<file path="config.mk">
export PLATFORM = sky130hd
export DESIGN_NAME = nand_seq_top
export DESIGN_NICKNAME = d
export VERILOG_FILES = /design/src/rtl/nand_seq_pkg.sv /design/src/rtl/nand_req_fifo.sv /design/src/rtl/nand_cfg_check.sv /design/src/rtl/nand_cycle_fsm.sv /design/src/rtl/nand_ecc_window.sv /design/src/rtl/nand_seq_top.sv
export SDC_FILE = /design/constraint.sdc
export NUM_CORES = 1
export LEC_CHECK = 0
export ABC_AREA = 1
export CAP_MARGIN = 20
export CORE_MARGIN = 1.5
export CORE_UTILIZATION = 61
export DETAILED_ROUTE_END_ITERATION = 10
export GPL_TIMING_DRIVEN = 0
export PLACE_DENSITY_LB_ADDON = 0.3
export SLEW_MARGIN = 20
export SYNTH_ARGS = -nofsm -noshare
export SYNTH_HDL_FRONTEND = slang
export SYNTH_HIERARCHICAL = 1
export SYNTH_SLANG_ARGS = --single-unit
</file>
<file path="constraint.sdc">
create_clock -name clk -period 3.9 [get_ports clk]
set_clock_uncertainty 0.05 [all_clocks]
set_input_delay 0.78 -clock clk [delete_from_list [all_inputs] [get_ports clk]]
set_output_delay 0.78 -clock clk [all_outputs]
set_load 0.005 [all_outputs]
</file>
<file path="src/rtl/nand_seq_pkg.sv">
package nand_seq_pkg;

  localparam int IO_W = 16;

  typedef enum logic [1:0] {
    K_CMD   = 2'b00,
    K_ADDR  = 2'b01,
    K_WDATA = 2'b10,
    K_RDATA = 2'b11
  } req_kind_e;

  typedef struct packed {
    req_kind_e         kind;
    logic [IO_W-1:0]   data;
  } req_t;

  typedef enum logic [2:0] {
    S_IDLE,
    S_LOAD,
    S_WLO,
    S_WHI,
    S_RWAIT,
    S_RLO1,
    S_RLO2,
    S_RHI
  } seq_state_e;

endpackage

</file>
<file path="src/rtl/nand_req_fifo.sv">
module nand_req_fifo #(
  parameter int WIDTH = 18,
  parameter int DEPTH = 16
) (
  input  logic             clk,
  input  logic             rst,
  input  logic             push,
  input  logic [WIDTH-1:0] push_data,
  input  logic             pop,
  output logic [WIDTH-1:0] pop_data,
  output logic             empty,
  output logic             full
);
  localparam int AW = $clog2(DEPTH);

  logic [WIDTH-1:0] mem [DEPTH];
  logic [AW:0]      wr_ptr;
  logic [AW:0]      rd_ptr;

  // storage without reset so it maps onto block RAM
  always_ff @(posedge clk) begin
    if (push) mem[wr_ptr[AW-1:0]] <= push_data;
    if (pop)  pop_data <= mem[rd_ptr[AW-1:0]];
  end

  always_ff @(posedge clk) begin
    if (rst) begin
      wr_ptr <= '0;
      rd_ptr <= '0;
    end else begin
      if (push) wr_ptr <= wr_ptr + 1'b1;
      if (pop)  rd_ptr <= rd_ptr + 1'b1;
    end
  end

  assign empty = (wr_ptr == rd_ptr);
  assign full  = (wr_ptr[AW-1:0] == rd_ptr[AW-1:0]) && (wr_ptr[AW] != rd_ptr[AW]);
endmodule

</file>
<file path="src/rtl/nand_cfg_check.sv">
module nand_cfg_check #(
  parameter int PC_W     = 3,
  parameter int MAX_CODE = 5
) (
  input  logic            clk,
  input  logic            rst,
  input  logic [1:0]      bus_code,
  input  logic [PC_W-1:0] page_code,
  output logic            cfg_err,
  output logic            wide
);
  always_ff @(posedge clk) begin
    if (rst) begin
      cfg_err <= 1'b0;
      wide    <= 1'b1;
    end else begin
      cfg_err <= bus_code[1] || (page_code > PC_W'(MAX_CODE));
      wide    <= (bus_code == 2'b01);
    end
  end
endmodule

</file>
<file path="src/rtl/nand_cycle_fsm.sv">
module nand_cycle_fsm
  import nand_seq_pkg::*;
#(
  parameter int DW    = 16,
  parameter int DLY_W = 4
) (
  input  logic             clk,
  input  logic             rst,
  input  logic             go,
  input  logic             wide,
  input  logic             wait_on,
  input  logic [DLY_W-1:0] cle_dly,
  input  logic [DLY_W-1:0] ale_dly,
  input  logic             q_empty,
  input  req_kind_e        q_kind,
  input  logic [DW-1:0]    q_data,
  output logic             q_pop,
  input  logic [DW-1:0]    io_i,
  input  logic             rb,
  output logic             ce_n,
  output logic             cle,
  output logic             ale,
  output logic             we_n,
  output logic             re_n,
  output logic [DW-1:0]    io_o,
  output logic             io_oe,
  output logic             rsp_valid,
  output logic [DW-1:0]    rsp_data,
  output logic             xfer_done
);
  localparam int HW = DW / 2;

  seq_state_e       state;
  req_kind_e        cur_kind;
  logic [DLY_W-1:0] gap;

  assign q_pop = (state == S_IDLE) && go && !q_empty;

  function automatic logic [DW-1:0] fit(input logic w, input logic [DW-1:0] v);
    return w ? v : {{(DW-HW){1'b0}}, v[HW-1:0]};
  endfunction

  always_ff @(posedge clk) begin
    if (rst) begin
      state     <= S_IDLE;
      cur_kind  <= K_CMD;
      gap       <= '0;
      ce_n      <= 1'b1;
      cle       <= 1'b0;
      ale       <= 1'b0;
      we_n      <= 1'b1;
      re_n      <= 1'b1;
      io_o      <= '0;
      io_oe     <= 1'b0;
      rsp_valid <= 1'b0;
      rsp_data  <= '0;
      xfer_done <= 1'b0;
    end else begin
      rsp_valid <= 1'b0;
      xfer_done <= 1'b0;
      if (gap != '0) gap <= gap - 1'b1;
      case (state)
        S_IDLE: begin
          if (q_pop) begin
            state <= S_LOAD;
            ce_n  <= 1'b0;
          end else begin
            ce_n  <= !go;
          end
        end
        S_LOAD: begin
          cur_kind <= q_kind;
          if (q_kind == K_RDATA) begin
            state <= S_RWAIT;
          end else begin
            state <= S_WLO;
            cle   <= (q_kind == K_CMD);
            ale   <= (q_kind == K_ADDR);
            we_n  <= 1'b0;
            io_oe <= 1'b1;
            io_o  <= fit(wide, q_data);
          end
        end
        S_WLO: begin
          we_n  <= 1'b1;
          state <= S_WHI;
        end
        S_WHI: begin
          cle   <= 1'b0;
          ale   <= 1'b0;
          io_oe <= 1'b0;
          if (cle)      gap <= cle_dly;
          else if (ale) gap <= ale_dly;
          xfer_done <= (cur_kind == K_WDATA);
          state <= S_IDLE;
        end
        S_RWAIT: begin
          if ((gap == '0) && (!wait_on || rb)) begin
            re_n  <= 1'b0;
            state <= S_RLO1;
          end
        end
        S_RLO1: state <= S_RLO2;
        S_RLO2: begin
          re_n      <= 1'b1;
          rsp_valid <= 1'b1;
          rsp_data  <= fit(wide, io_i);
          xfer_done <= 1'b1;
          state     <= S_RHI;
        end
        S_RHI:   state <= S_IDLE;
        default: state <= S_IDLE;
      endcase
    end
  end
endmodule

</file>
<file path="src/rtl/nand_ecc_window.sv">
module nand_ecc_window #(
  parameter int PC_W     = 3,
  parameter int BASE     = 256,
  parameter int MAX_CODE = 5
) (
  input  logic            clk,
  input  logic            rst,
  input  logic            ecc_on,
  input  logic            wide,
  input  logic [PC_W-1:0] page_code,
  input  logic            xfer,
  output logic            stb
);
  localparam int CNT_W = $clog2(BASE << MAX_CODE) + 1;

  logic [CNT_W-1:0] cnt;
  logic [CNT_W-1:0] nxt;
  logic [CNT_W-1:0] limit;
  logic [PC_W-1:0]  code_c;

  always_comb begin
    code_c = (page_code > PC_W'(MAX_CODE)) ? PC_W'(MAX_CODE) : page_code;
    limit  = CNT_W'(BASE) << code_c;
    nxt    = cnt + (wide ? CNT_W'(2) : CNT_W'(1));
  end

  always_ff @(posedge clk) begin
    if (rst || !ecc_on) begin
      cnt <= '0;
      stb <= 1'b0;
    end else begin
      stb <= 1'b0;
      if (xfer) begin
        if (nxt >= limit) begin
          cnt <= '0;
          stb <= 1'b1;
        end else begin
          cnt <= nxt;
        end
      end
    end
  end
endmodule

</file>
<file path="src/rtl/nand_seq_top.sv">
module nand_seq_top
  import nand_seq_pkg::*;
#(
  parameter int BUF_DEPTH  = 16,
  parameter int DLY_W      = 4,
  parameter int PC_W       = 3,
  parameter int PAGE_BASE  = 256,
  parameter int MAX_CODE   = 5
) (
  input  logic             clk,
  input  logic             rst,
  input  logic             cfg_bank_on,
  input  logic [1:0]       cfg_bus_code,
  input  logic             cfg_wait_on,
  input  logic [DLY_W-1:0] cfg_cle_gap,
  input  logic [DLY_W-1:0] cfg_ale_gap,
  input  logic             cfg_ecc_on,
  input  logic [PC_W-1:0]  cfg_page_code,
  input  logic             req_valid,
  output logic             req_ready,
  input  logic [1:0]       req_kind,
  input  logic [IO_W-1:0]  req_data,
  output logic             rsp_valid,
  output logic [IO_W-1:0]  rsp_data,
  output logic             buf_empty,
  output logic             cfg_error,
  output logic             ecc_page_stb,
  output logic             nand_ce_n,
  output logic             nand_cle,
  output logic             nand_ale,
  output logic             nand_we_n,
  output logic             nand_re_n,
  output logic [IO_W-1:0]  nand_io_o,
  output logic             nand_io_oe,
  input  logic [IO_W-1:0]  nand_io_i,
  input  logic             nand_rb
);
  localparam int REQ_W = $bits(req_t);

  req_t in_req;
  req_t head;
  logic q_full;
  logic q_pop;
  logic wide;
  logic xfer_done;
  logic go;

  assign in_req.kind = req_kind_e'(req_kind);
  assign in_req.data = req_data;
  assign req_ready   = !q_full;
  assign go          = cfg_bank_on && !cfg_error;

  nand_req_fifo #(.WIDTH(REQ_W), .DEPTH(BUF_DEPTH)) u_buf (
    .clk       (clk),
    .rst       (rst),
    .push      (req_valid && !q_full),
    .push_data (in_req),
    .pop       (q_pop),
    .pop_data  (head),
    .empty     (buf_empty),
    .full      (q_full)
  );

  nand_cfg_check #(.PC_W(PC_W), .MAX_CODE(MAX_CODE)) u_cfg (
    .clk       (clk),
    .rst       (rst),
    .bus_code  (cfg_bus_code),
    .page_code (cfg_page_code),
    .cfg_err   (cfg_error),
    .wide      (wide)
  );

  nand_cycle_fsm #(.DW(IO_W), .DLY_W(DLY_W)) u_seq (
    .clk       (clk),
    .rst       (rst),
    .go        (go),
    .wide      (wide),
    .wait_on   (cfg_wait_on),
    .cle_dly   (cfg_cle_gap),
    .ale_dly   (cfg_ale_gap),
    .q_empty   (buf_empty),
    .q_kind    (head.kind),
    .q_data    (head.data),
    .q_pop     (q_pop),
    .io_i      (nand_io_i),
    .rb        (nand_rb),
    .ce_n      (nand_ce_n),
    .cle       (nand_cle),
    .ale       (nand_ale),
    .we_n      (nand_we_n),
    .re_n      (nand_re_n),
    .io_o      (nand_io_o),
    .io_oe     (nand_io_oe),
    .rsp_valid (rsp_valid),
    .rsp_data  (rsp_data),
    .xfer_done (xfer_done)
  );

  nand_ecc_window #(.PC_W(PC_W), .BASE(PAGE_BASE), .MAX_CODE(MAX_CODE)) u_ecc (
    .clk       (clk),
    .rst       (rst),
    .ecc_on    (cfg_ecc_on),
    .wide      (wide),
    .page_code (cfg_page_code),
    .xfer      (xfer_done),
    .stb       (ecc_page_stb)
  );
endmodule

</file>
==> run summary <==
The clock transition at the registers of the reported paths is 60 ps. For the deepest clock path buffer count, the log shows 3. The worst hold path belongs to the class flop to flop. The tools report the met3 demand-to-capacity share in global routing as 0.0541. The run finished with clean final reports. OpenSTA, run right after detailed placement, puts the worst setup slack at 689 ps. The number of warnings reported in the yosys synthesis log is 6, and the final max-slew violation count is 0. The tools report the launch point of the worst reg-to-reg path as u_buf/rd_ptr[0]. Clock latency on the worst-skew pair, taken at its later pin, is 530 ps. The share of flip-flops with an asynchronous set or reset is 0, and the top-area cell type share of the netlist area is 0.555. Among all cell types in the netlist, the one instantiated most often is sky130_fd_sc_hd__nand2_1. The count of hold-fix buffers inserted at cts came out at 0. In this run, synthesis inferred 306 flip-flops with an integrated enable.

The flop and latch count out of synthesis was 382; the post-detailed-route DRC marker count was 0. The family with the most delay on the worst path is buffers and inverters. The slowest stage of the critical path is the sky130_fd_sc_hd__clkdlybuf4s50_1 cell. The diode insertion count for antenna repair was 0. For this run, the leading register cell type out of synthesis is sky130_fd_sc_hd__edfxtp_1. The floorplan has 60 rows. The library cell with the largest summed area after synthesis was sky130_fd_sc_hd__edfxtp_1.

The global-route wire length before repair came out at 63.9 mm. In this run the most critical hold path is launched from u_seq/rsp_data[10]. For the final routed database, the setup TNS stands at 0 ps.

The die covers 28200 sq um. Once the clock tree was built, the setup fixing pass inserted 0 buffers. Worst-margin pin slew: 1010 ps. TritonCTS built the clock tree.

For the final net count, the log shows 1908. Measured in cells, the most critical reg-to-reg path has a length of 12. The die span in y was 168 microns.

A synthesized cell averages 9.79 sq um. Setup violations remaining at the end of the flow were counted as 0. The global routing stage identified its most utilized layer as met2.

Setup repair after global routing left no endpoint under its margin. The commonest cells after synthesis are sky130_fd_sc_hd__nand2_1, sky130_fd_sc_hd__edfxtp_1, sky130_fd_sc_hd__inv_1. The worst-case hold path end point was u_seq/rsp_data[10]. In this design, the stage delay of the slowest critical-path cell is 590 ps. The run gives 1692 as the synthesized netlist cell count. The worst setup path category was flop to output pin. Port buffering added 96 buffers. The finished layout cell area is 19300 sq um. In this run the critical register-to-register path is captured at u_buf/mem[15][12]. Summed over all cells, the static leakage comes to 8.09 nW.

The area after detailed placement is 18100 sq um. The logs give 0.298 for the total routing resource utilization after global routing and 830 ps for the register-to-register path setup slack. For this run, the top clock speed supported by timing is 291 MHz. The portion of the post-synthesis area used by sequential elements came out at 0.646. Along the worst path, the maximum fanout reaches 10.

The number of different library cells used by synthesis comes to 40. The worst setup path is launched from a flop. For the met2 usage, the log shows 0.513.

The worst path meets setup with 466 ps of slack. The logs give 0.854 for the weighted congestion at the end of routability-driven global placement and 19 for the maximum number of pins on one net before global-route repair. The vias per cell works out to 5.64.

For this block, the routed nets add up to 41.5 mm of wire. The core region is 26800 sq um. The starting utilization of the core area is 0.618, and the horizontal extent of the die is 168 microns. TritonCTS created 40 clock buffers.

The met1 capacity usage during global routing is 0.360, and the layout overhead on the synthesized area is 16.7%. Counting stages on the worst path, the most repeated cell is sky130_fd_sc_hd__buf_6. The logs give 97 for the I/O pin count and 1798 for the count of filler cells inserted in the layout.

The worst hold path was traced through 2 stages. The power density over the cells is 483 nW/um^2, and the first-pass detailed-route iteration total is 6. The tools report the hold violation total from the final report as 0.

Total number of vias: 12500. The worst setup path is captured at an output pin. The run gives 0.391 mV as the largest vdd supply drop. The tools report the post-DP HPWL as 27.2 mm. STA puts the critical path data required time at 3070 ps.

The net count of the mapped netlist was 1761; the leftover overflow at the end of global routing was 0. Overall power consumption after layout is estimated at 9.33 mW. The logs give 16600 sq um for the post-synth design cell area and 2600 ps for the critical path data arrival time. Part of the cycle the worst path needs: 0.881. Traced cell by cell, the critical path runs through buf_6 -> buf_6 -> buf_6 -> xnor2_1 -> nand4_1 -> nor2_1 -> clkdlybuf4s50_1.

The clock period could shrink to 3430 ps. The number of routed nets with antenna violations is 0, and the share of final-layout standard cells stronger than drive strength 1 is 0.0851. The critical path contains buffers and inverters numbering 4 combined. The relative slew slack is 0.328.

Yosys attributes the largest share of cell area to sky130_fd_sc_hd__edfxtp_1, sky130_fd_sc_hd__nand2_1, sky130_fd_sc_hd__dfxtp_1. The tool flagged a number of max-cap violations equal to 0. In this run the clock root is driven by a sky130_fd_sc_hd__clkbuf_16. Tracing the worst setup path back leads to its startpoint at u_buf/rd_ptr[0]. The number of global-route vias before repair was 12300; the detail-routed net length per standard cell was 18.8 microns. The number of antenna violations at the first check in global routing was 0. In this run, the number of DRC markers left after iteration 0 of detailed routing was 1599. In this run, post-CTS repair resized a total of 0 instances.

The H-tree was split into 2 levels. For this design, the sink count on the clock tree is 382.
## worst register-to-register path, cell delays in order, from the launching register on
cell	delay, ps
sky130_fd_sc_hd__dfxtp_1	360
sky130_fd_sc_hd__buf_6	130
sky130_fd_sc_hd__buf_6	150
sky130_fd_sc_hd__buf_6	180
sky130_fd_sc_hd__xnor2_1	90
sky130_fd_sc_hd__nand4_1	120
sky130_fd_sc_hd__nor2_1	70
sky130_fd_sc_hd__nor2_2	90
sky130_fd_sc_hd__buf_2	200
sky130_fd_sc_hd__nand2_1	200
sky130_fd_sc_hd__nor2_1	180
sky130_fd_sc_hd__nand2_1	100
sky130_fd_sc_hd__inv_1	740
## stage by stage
stage               hold WS (ps)  std cells  utilization
floorplan                    378       1692            -
global placement             377       2129        0.670
detailed placement           385       2138        0.677
CTS                          397       2209        0.722
global route                 406       2209        0.722
finish                       395       2209        0.722
## routing by layer
layer | up-vias | share of wire
met2 | 743 | 0.48
met4 | 0 | 0.049
met1 | 5782 | 0.37
met3 | 167 | 0.10
met5 | - | 0
li1 | 5759 | -
## how the worst max path moves through the flow
stage	endpoint	slack, ps	depth (start not counted)
after CTS	buf_empty	450	7
after detailed placement	u_buf/mem[15][11]	690	8
final	buf_empty	470	7
after global routing	buf_empty	350	7
after global placement	u_buf/rd_ptr[4]	120	9
after floorplan	u_buf/rd_ptr[4]	1270	11
## where the power goes
group / internal (mW) / total [mW] / switching, mW
Clock: 2.01 / 3.48 / 1.48
Combinational: 0.451 / 1.24 / 0.786
Sequential: 4.55 / 4.61 / 0.0633
Total: 7.01 / 9.33 / 2.33
## layout make-up
cell class | count | area (sq um) | area share
Clock inverter | 19 | 115 | 0.00595
Timing Repair Buffer | 105 | 1070 | 0.0555
Multi-Input combinational cell | 965 | 4430 | 0.229
Buffer | 72 | 483 | 0.0250
Sequential cell | 382 | 10700 | 0.554
Inverter | 273 | 1030 | 0.0531
Clock buffer | 52 | 1080 | 0.0557
Tap cell | 341 | 427 | 0.0221
## logic make-up (layout without fill, tap and decap cells)
family                     Yosys count  count (layout)  share of synthesized area
DFF                                382             382                      0.646
muxes                                2               2                    0.00121
adders and majority gates           15              15                     0.0118
AOI/OAI and AO/OA                   89              89                     0.0283
buffers and inverters              345             521                     0.0911
and+or+nand+nor                    848             848                      0.215
xor gates and xnor gates            11              11                    0.00581
## sequential cells by signal, indices dropped and copies added, names as in the netlist, 2 cells and up
signal          cells
u_buf/mem         288
u_buf/pop_data     18
u_buf/rd_ptr        5
u_buf/wr_ptr        5
u_ecc/cnt          14
u_seq/cur_kind      2
u_seq/gap           4
u_seq/io_o         16
u_seq/rsp_data     16
u_seq/state         3
## cell usage in the layout (no fill, tap or decap), drive strengths merged
cell type,instances
inv,272
nand3b,2
edfxtp,306
clkbuf,63
mux2i,2
nor3,3
o31ai,1
o211a,1
nand2,494
clkinvlp,3
nor2,102
nor3b,1
xor2,7
o21ai,44
ha,14
o21bai,1
buf,70
clkinv,16
fa,1
nand3,241
nand4,5
a21oi,38
a21o,2
o22ai,1
bufinv,1
dfxtp,76
a211oi,1
clkdlybuf4s50,96
xnor2,4
(Power assumes the default switching activity.)
